===== config.mk =====
export PLATFORM = sky130hd
export DESIGN_NAME = apb_prot_gate
export DESIGN_NICKNAME = d
export VERILOG_FILES = /design/src/rtl/apb_gate_pkg.sv /design/src/rtl/apb_gate_perm.sv /design/src/rtl/apb_gate_resp.sv /design/src/rtl/apb_gate_irq.sv /design/src/rtl/apb_prot_gate.sv
export SDC_FILE = /design/constraint.sdc
export NUM_CORES = 1
export LEC_CHECK = 0
export ABC_CLOCK_PERIOD_IN_PS = 4100
export CAP_MARGIN = 20
export CORE_AREA = 2 2 310 312
export CTS_CLUSTER_DIAMETER = 50
export DETAILED_ROUTE_END_ITERATION = 6
export DIE_AREA = 0 0 312 314
export GPL_ROUTABILITY_DRIVEN = 1
export PLACE_DENSITY = 0.37
export SKIP_LAST_GASP = 1
export SLEW_MARGIN = 20
export SYNTH_ARGS = -nofsm -noshare
export SYNTH_HDL_FRONTEND = slang
export SYNTH_SLANG_ARGS = --single-unit

===== constraint.sdc =====
create_clock -name clk -period 4.1 [get_ports clk]
set_clock_uncertainty 0.1 [all_clocks]
set_input_delay 0.82 -clock clk [delete_from_list [all_inputs] [get_ports clk]]
set_output_delay 0.82 -clock clk [all_outputs]
set_load 0.005 [all_outputs]

===== src/rtl/apb_gate_pkg.sv =====
// Package: protection-attribute bit positions and the per-port refusal rule.
// Assumes APB4 PPROT encoding: bit0 privileged, bit1 non-secure.
package apb_gate_pkg;
    localparam int PROT_PRIV_BIT = 0;
    localparam int PROT_NS_BIT   = 1;

    // Returns 1 when a transfer with attributes prot must be refused by a port.
    function automatic logic port_refuses(input logic       skip_sec,
                                          input logic       ns_ok,
                                          input logic       user_ok,
                                          input logic [2:0] prot);
        logic sec_bad;
        logic priv_bad;
        sec_bad  = !skip_sec && (prot[PROT_NS_BIT] != ns_ok);
        priv_bad = !prot[PROT_PRIV_BIT] && !user_ok;
        return sec_bad || priv_bad;
    endfunction
endpackage


===== src/rtl/apb_gate_perm.sv =====
// Module: per-port permission evaluation.
// Computes, for every port, whether the current attributes would be refused.
// Assumes configuration inputs are static during a transfer.
module apb_gate_perm #(
    parameter int                NPORT       = 16,
    parameter logic [NPORT-1:0]  BYPASS_MASK = '0
) (
    input  logic [NPORT-1:0] cfg_ns_ok,
    input  logic [NPORT-1:0] cfg_user_ok,
    input  logic [2:0]       prot,
    output logic [NPORT-1:0] refuse_vec
);
    import apb_gate_pkg::*;

    for (genvar p = 0; p < NPORT; p++) begin : g_port
        // Evaluate the refusal rule for port p.
        always_comb begin
            refuse_vec[p] = port_refuses(BYPASS_MASK[p], cfg_ns_ok[p],
                                         cfg_user_ok[p], prot);
        end
    end
endmodule


===== src/rtl/apb_gate_resp.sv =====
// Module: response multiplexer.
// Returns the selected port's response, or a locally generated completion when
// the transfer was refused. Assumes sel_fwd is one-hot or zero.
module apb_gate_resp #(
    parameter int NPORT = 16,
    parameter int DW    = 32
) (
    input  logic [NPORT-1:0]    sel_fwd,
    input  logic                refused,
    input  logic                err_mode,
    input  logic [NPORT*DW-1:0] m_prdata,
    input  logic [NPORT-1:0]    m_pready,
    input  logic [NPORT-1:0]    m_pslverr,
    output logic [DW-1:0]       s_prdata,
    output logic                s_pready,
    output logic                s_pslverr
);
    logic [DW-1:0] mux_data;
    logic          mux_ready;
    logic          mux_err;

    // AND-OR select of the forwarded port's response.
    always_comb begin
        mux_data  = '0;
        mux_ready = 1'b0;
        mux_err   = 1'b0;
        for (int p = 0; p < NPORT; p++) begin
            mux_data  = mux_data  | (m_prdata[p*DW +: DW] & {DW{sel_fwd[p]}});
            mux_ready = mux_ready | (m_pready[p]  & sel_fwd[p]);
            mux_err   = mux_err   | (m_pslverr[p] & sel_fwd[p]);
        end
    end

    // Refused transfers complete at once with zero data and the chosen error.
    always_comb begin
        if (refused) begin
            s_prdata  = '0;
            s_pready  = 1'b1;
            s_pslverr = err_mode;
        end else begin
            s_prdata  = mux_data;
            s_pready  = mux_ready;
            s_pslverr = mux_err;
        end
    end
endmodule


===== src/rtl/apb_gate_irq.sv =====
// Module: sticky refusal interrupt.
// Holds a pending flag set by refusals, cleared by clr (clear wins), and
// drives a registered interrupt gated by enable.
module apb_gate_irq (
    input  logic clk,
    input  logic rst_n,
    input  logic refuse_evt,
    input  logic en,
    input  logic clr,
    output logic irq
);
    logic pend_q;
    logic pend_d;

    // Next pending state: clear has priority over a new refusal.
    always_comb begin
        if (clr)             pend_d = 1'b0;
        else if (refuse_evt) pend_d = 1'b1;
        else                 pend_d = pend_q;
    end

    // Register pending flag and gated interrupt output.
    always_ff @(posedge clk) begin
        if (!rst_n) begin
            pend_q <= 1'b0;
            irq    <= 1'b0;
        end else begin
            pend_q <= pend_d;
            irq    <= pend_d & en;
        end
    end
endmodule


===== src/rtl/apb_prot_gate.sv =====
// Module: APB peripheral protection gate (top).
// Forwards allowed transfers to the decoder-selected port and completes refused
// ones locally. Assumes s_psel is one-hot or zero and configuration is static.
module apb_prot_gate #(
    parameter int               NPORT       = 16,
    parameter int               AW          = 32,
    parameter int               DW          = 32,
    parameter logic [NPORT-1:0] BYPASS_MASK = '0
) (
    input  logic                clk,
    input  logic                rst_n,
    input  logic [NPORT-1:0]    s_psel,
    input  logic                s_penable,
    input  logic                s_pwrite,
    input  logic [AW-1:0]       s_paddr,
    input  logic [DW-1:0]       s_pwdata,
    input  logic [DW/8-1:0]     s_pstrb,
    input  logic [2:0]          s_pprot,
    output logic [DW-1:0]       s_prdata,
    output logic                s_pready,
    output logic                s_pslverr,
    output logic [NPORT-1:0]    m_psel,
    output logic                m_penable,
    output logic                m_pwrite,
    output logic [AW-1:0]       m_paddr,
    output logic [DW-1:0]       m_pwdata,
    output logic [DW/8-1:0]     m_pstrb,
    output logic [2:0]          m_pprot,
    input  logic [NPORT*DW-1:0] m_prdata,
    input  logic [NPORT-1:0]    m_pready,
    input  logic [NPORT-1:0]    m_pslverr,
    input  logic [NPORT-1:0]    cfg_ns_ok,
    input  logic [NPORT-1:0]    cfg_user_ok,
    input  logic                cfg_err_resp,
    input  logic                irq_en,
    input  logic                irq_clr,
    output logic                irq
);
    logic [NPORT-1:0] refuse_vec;
    logic             refused;

    apb_gate_perm #(.NPORT(NPORT), .BYPASS_MASK(BYPASS_MASK)) u_perm (
        .cfg_ns_ok   (cfg_ns_ok),
        .cfg_user_ok (cfg_user_ok),
        .prot        (s_pprot),
        .refuse_vec  (refuse_vec)
    );

    // A transfer is refused when its selected port refuses it.
    always_comb begin
        refused = |(s_psel & refuse_vec);
    end

    // Gate the selects and pass the shared bus fields through.
    always_comb begin
        m_psel    = s_psel & {NPORT{!refused}};
        m_penable = s_penable;
        m_pwrite  = s_pwrite;
        m_paddr   = s_paddr;
        m_pwdata  = s_pwdata;
        m_pstrb   = s_pstrb;
        m_pprot   = s_pprot;
    end

    apb_gate_resp #(.NPORT(NPORT), .DW(DW)) u_resp (
        .sel_fwd   (m_psel),
        .refused   (refused),
        .err_mode  (cfg_err_resp),
        .m_prdata  (m_prdata),
        .m_pready  (m_pready),
        .m_pslverr (m_pslverr),
        .s_prdata  (s_prdata),
        .s_pready  (s_pready),
        .s_pslverr (s_pslverr)
    );

    apb_gate_irq u_irq (
        .clk        (clk),
        .rst_n      (rst_n),
        .refuse_evt (refused & s_penable),
        .en         (irq_en),
        .clr        (irq_clr),
        .irq        (irq)
    );
endmodule


==> flow_results.xml <==
<?xml version="1.0" encoding="UTF-8"?>
<metrics>
  <group name="run_status">
    <metric name="result_of_the_run" unit="">complete, no violations</metric>
  </group>
  <group name="worst_setup_path">
    <metric name="worst_setup_path_end_kind" unit="">primary output</metric>
    <metric name="cp_data_arrival_time" unit="ns">3.18</metric>
    <metric name="r2r-end" unit="">u_irq.irq$_SDFF_PN0_</metric>
    <metric name="critical_path.reg2reg.startpoint" unit="">u_irq.pend_q$_SDFF_PN0_</metric>
    <metric name="timing.critical_path.mode_cell" unit="">sky130_fd_sc_hd__buf_6</metric>
    <metric name="ff2ff_path_depth" unit="">2</metric>
    <metric name="delay_of_the_slowest_critical_path_stage" unit="ns">0.50</metric>
    <metric name="timing.critical_path.max_delay_family" unit="">buffers and inverters</metric>
    <metric name="cell_by_cell_listing_of_the_critical_path" unit="">dlygate4sd2_1 -&gt; buf_6 -&gt; buf_4 -&gt; xor2_1 -&gt; o21ai_1 -&gt; nand4_1 -&gt; nor4_4 -&gt; buf_6 -&gt; buf_16 -&gt; and2_1 -&gt; clkdlybuf4s50_1</metric>
    <metric name="crit_path_max_fanout" unit="">20</metric>
    <metric name="cp_num_buf_inv" unit="">6</metric>
    <metric name="timing.critical_path.required" unit="ns">3.18</metric>
    <metric name="ff2ff_setup_slack" unit="ns">3.47</metric>
    <metric name="crit_path_start_kind" unit="">primary input</metric>
    <metric name="critPathSlowestCell" unit="">sky130_fd_sc_hd__clkdlybuf4s50_1</metric>
    <metric name="worstSetupPathType" unit="">in -&gt; out</metric>
  </group>
  <group name="power_and_ir_drop">
    <metric name="seq_power_share" unit="%">1.5</metric>
    <metric name="irDropWorstVdd" unit="uV">73.22</metric>
    <metric name="power.share.clock" unit="%">10.6</metric>
    <metric name="power.switching" unit="mW">0.5390</metric>
    <metric name="switching_share" unit="%">38.98</metric>
    <metric name="comb_power_share" unit="%">87.8</metric>
    <metric name="power_density_over_cell_area" unit="nW/um^2">111.5</metric>
    <metric name="p_leak" unit="nW">4.422</metric>
    <metric name="internal_power" unit="mW">0.8439</metric>
  </group>
  <group name="logic_synthesis">
    <metric name="synth.top_cell.area_share" unit="%">30.47</metric>
    <metric name="synth.cells.most_frequent" unit="">sky130_fd_sc_hd__a22oi_1 (170), sky130_fd_sc_hd__buf_4 (74), sky130_fd_sc_hd__clkbuf_1 (53)</metric>
    <metric name="syn_nets" unit="">1266</metric>
    <metric name="post_synth_instance_area" unit="sq um">4189</metric>
    <metric name="netlist_instances" unit="">596</metric>
    <metric name="synthesis.yosys.warnings" unit="">0</metric>
    <metric name="synth_top_cells_by_area" unit="">sky130_fd_sc_hd__a22oi_1 (30%), sky130_fd_sc_hd__buf_4 (13%), sky130_fd_sc_hd__a221oi_1 (11%)</metric>
    <metric name="post-synth-top-area-cell" unit="">sky130_fd_sc_hd__a22oi_1</metric>
    <metric name="synth_seq_area_share" unit="%">0.9558</metric>
    <metric name="post-synth-top-count-cell" unit="">sky130_fd_sc_hd__a22oi_1</metric>
    <metric name="share_of_flip_flops_with_an_asynchronous_set_or_reset_after_synthesis" unit="%">0</metric>
    <metric name="synth_area_per_cell" unit="sq um">7.029</metric>
    <metric name="number_of_enable_type_register_cells_in_the_synthesized_netlist" unit="">0</metric>
    <metric name="yosys_register_bits" unit="">2</metric>
    <metric name="synthDistinctLibCells" unit="">24</metric>
    <metric name="synthFlopType" unit="">sky130_fd_sc_hd__dfxtp_1</metric>
  </group>
  <group name="global_route">
    <metric name="grt_start_max_net_pins" unit="">32</metric>
    <metric name="grt_pass1_wl" unit="mm">89.28</metric>
    <metric name="gr-usage-all-layers" unit="%">13.62</metric>
    <metric name="grt_antenna_before_repair" unit="">10</metric>
    <metric name="grt_overflow" unit="">0</metric>
    <metric name="grt_pass1_vias" unit="">9109</metric>
  </group>
  <group name="timing">
    <metric name="tightestPinTransition" unit="ns">0.6233</metric>
    <metric name="worst_relative_slew_slack" unit="%">58.45</metric>
    <metric name="number_of_failing_hold_endpoints_at_the_final_stage" unit="">0</metric>
    <metric name="fin_tns_setup" unit="ns">0</metric>
    <metric name="highest_attainable_clock_frequency" unit="MHz">244.2</metric>
    <metric name="hold_ws" unit="ns">0.3529</metric>
    <metric name="setup-violations-final" unit="">0</metric>
    <metric name="rsz0062_at_grt" unit="">yes</metric>
    <metric name="time_the_final_worst_path_needs_with_i_o_delays_and_setup" unit="ns">4.096</metric>
    <metric name="timing.final.max_slew_violations" unit="">0</metric>
    <metric name="post-route-period-util" unit="%">99.90</metric>
    <metric name="layout_setup_ws" unit="ns">0.004261</metric>
  </group>
  <group name="floorplanning">
    <metric name="die_height" unit="microns">314</metric>
    <metric name="initial_utilization" unit="%">4.435</metric>
    <metric name="placementRows" unit="">113</metric>
    <metric name="floorplan.die.width" unit="microns">312</metric>
    <metric name="dieArea" unit="sq um">97970</metric>
    <metric name="top_level_ports" unit="">794</metric>
    <metric name="core_area" unit="sq um">94450</metric>
  </group>
  <group name="routing">
    <metric name="routed_wire_length_per_instance" unit="microns">28.74</metric>
    <metric name="detailedRoute.firstPassIterationCount" unit="">4</metric>
    <metric name="drt_drc_violations_left" unit="">0</metric>
    <metric name="antenna_left" unit="">0</metric>
    <metric name="vias" unit="">8405</metric>
    <metric name="detail_route.iter0.violations" unit="">531</metric>
    <metric name="via_per_inst" unit="">3.419</metric>
    <metric name="drt-total-wl" unit="mm">70.64</metric>
  </group>
  <group name="place">
    <metric name="dp_hpwl" unit="mm">60.45</metric>
    <metric name="placer_congestion_estimate" unit="">0.9361</metric>
    <metric name="portBuffers" unit="">653</metric>
    <metric name="detailed_place.area" unit="sq um">12080</metric>
    <metric name="placement.setup.worst_slack" unit="ns">-0.2268</metric>
  </group>
  <group name="clocking">
    <metric name="tritoncts" unit="">done</metric>
    <metric name="cts.path.max_buffers" unit="">2</metric>
    <metric name="clkLatencyLatePin" unit="ns">0.22</metric>
    <metric name="cts_buffers" unit="">3</metric>
    <metric name="cts_sinks" unit="">2</metric>
    <metric name="clkTransAtPathRegs" unit="ns">0.03</metric>
    <metric name="cts-hold-fix-buffers" unit="">0</metric>
    <metric name="cts-root-buf" unit="">sky130_fd_sc_hd__clkbuf_16</metric>
    <metric name="cts_max_level" unit="">1</metric>
  </group>
  <group name="finish">
    <metric name="num-nets-final" unit="">1862</metric>
    <metric name="flow.area_growth_from_synthesis" unit="%">196.0</metric>
    <metric name="post-route-cell-area" unit="sq um">12400</metric>
    <metric name="post_route_cells_drive_above_1_share" unit="%">10.08</metric>
    <metric name="n_fill_cell" unit="">10980</metric>
    <metric name="seqCellArea" unit="sq um">40.04</metric>
    <metric name="area_taken_by_multi_input_logic_gates" unit="sq um">3269</metric>
    <metric name="finalCoreUtilization" unit="%">13.13</metric>
  </group>
  <group name="worst_hold_path">
    <metric name="min-delay-path-class" unit="">reg -&gt; reg</metric>
    <metric name="min_to" unit="">u_irq.pend_q$_SDFF_PN0_</metric>
    <metric name="worstHoldPathCells" unit="">2</metric>
    <metric name="timing.hold.worst.start" unit="">u_irq.pend_q$_SDFF_PN0_</metric>
  </group>
  <group name="flow_run">
    <metric name="maxCapViolCount" unit="">0</metric>
  </group>
</metrics>
## worst reg2reg max path, stage by stage (launching register included)
cell and delay [ns]:
sky130_fd_sc_hd__dfxtp_1 0.30, sky130_fd_sc_hd__nand3_1 0.06, sky130_fd_sc_hd__o21ai_1 0.06
## layout make-up
| cell class | instances | share of cell area (%) |
|---|---|---|
| diodes | 3 | 0.06054 |
| clock buffers | 3 | 0.6054 |
| multi-input cells | 448 | 26.36 |
| flip-flops and latches | 2 | 0.3229 |
| well taps | 1265 | 12.76 |
| repair buffers | 737 | 59.88 |
## how the worst max path moves through the flow
stage | endpoint | start | depth (start not counted)
finish | m_psel[0] | s_pprot[1] | 11
global route | m_psel[3] | s_pprot[1] | 12
CTS | m_psel[2] | s_pprot[1] | 11
detailed placement | s_pslverr | s_pprot[1] | 9
global placement | s_pslverr | s_pprot[1] | 10
floorplan | s_pslverr | s_pprot[1] | 7
## logic make-up after synthesis
| logic type | synth area share [%] |
|---|---|
| mux | 0.3583 |
| compound gates | 59.86 |
| buf+inv | 21.00 |
| simple gates | 14.49 |
| xor+xnor | 3.345 |
| flops | 0.9558 |
## timing repair
action	CTS	global route
pin swaps	3	2
resized for setup	21	11
buffers inserted	5	6
endpoints found under the setup margin	45	32
cloned	4	0
## layer usage
metal  vias up  global-route usage (%)  routed length, microns
li1       3589                       -                       -
met1      4055                   15.76                   27540
met2       685                   24.24                   34950
met3        70                   4.466                    6553
met4         6                   3.038                    1549
met5         -                       0                      39
## state kept, by name, indices dropped and copies added (netlist names)
signal	cells
u_irq.irq	1
u_irq.pend_q	1
## power by group through the flow
stage          sequential (mW)  combinational [mW]  clock (mW)
2_1_floorplan           0.0212               0.338           0
4_1_cts                 0.0210                1.24       0.149
6_report                0.0210                1.21       0.147
3_5_place_dp            0.0213                1.23           0
3_3_place_gp            0.0212                1.23           0
5_1_grt                 0.0211                1.28       0.151
## placed cells by master, fill, tap and decap left out, types with 15 or more instances in the layout
cell                              Yosys  final
sky130_fd_sc_hd__clkdlybuf4s50_1      0    604
sky130_fd_sc_hd__a22oi_1            170    170
sky130_fd_sc_hd__buf_4               74     64
sky130_fd_sc_hd__a22o_1              51     51
sky130_fd_sc_hd__a221oi_1            51     51
sky130_fd_sc_hd__nand3_1             46     46
sky130_fd_sc_hd__o21a_1              32     32
sky130_fd_sc_hd__nand4_1             24     24
sky130_fd_sc_hd__buf_12               0     23
sky130_fd_sc_hd__buf_2                1     17
sky130_fd_sc_hd__nor2_1              16     16
sky130_fd_sc_hd__xor2_1              16     16
sky130_fd_sc_hd__and2_1              16     16
sky130_fd_sc_hd__o21ai_1             12     15
## per-stage QoR
stage | cells | total power [mW]
floorplan | 596 | 0.3596
global placement | 2437 | 1.251
detailed placement | 2437 | 1.249
CTS | 2449 | 1.406
global route | 2457 | 1.454
finish | 2458 | 1.383
Power figures use the tool's default switching activity.
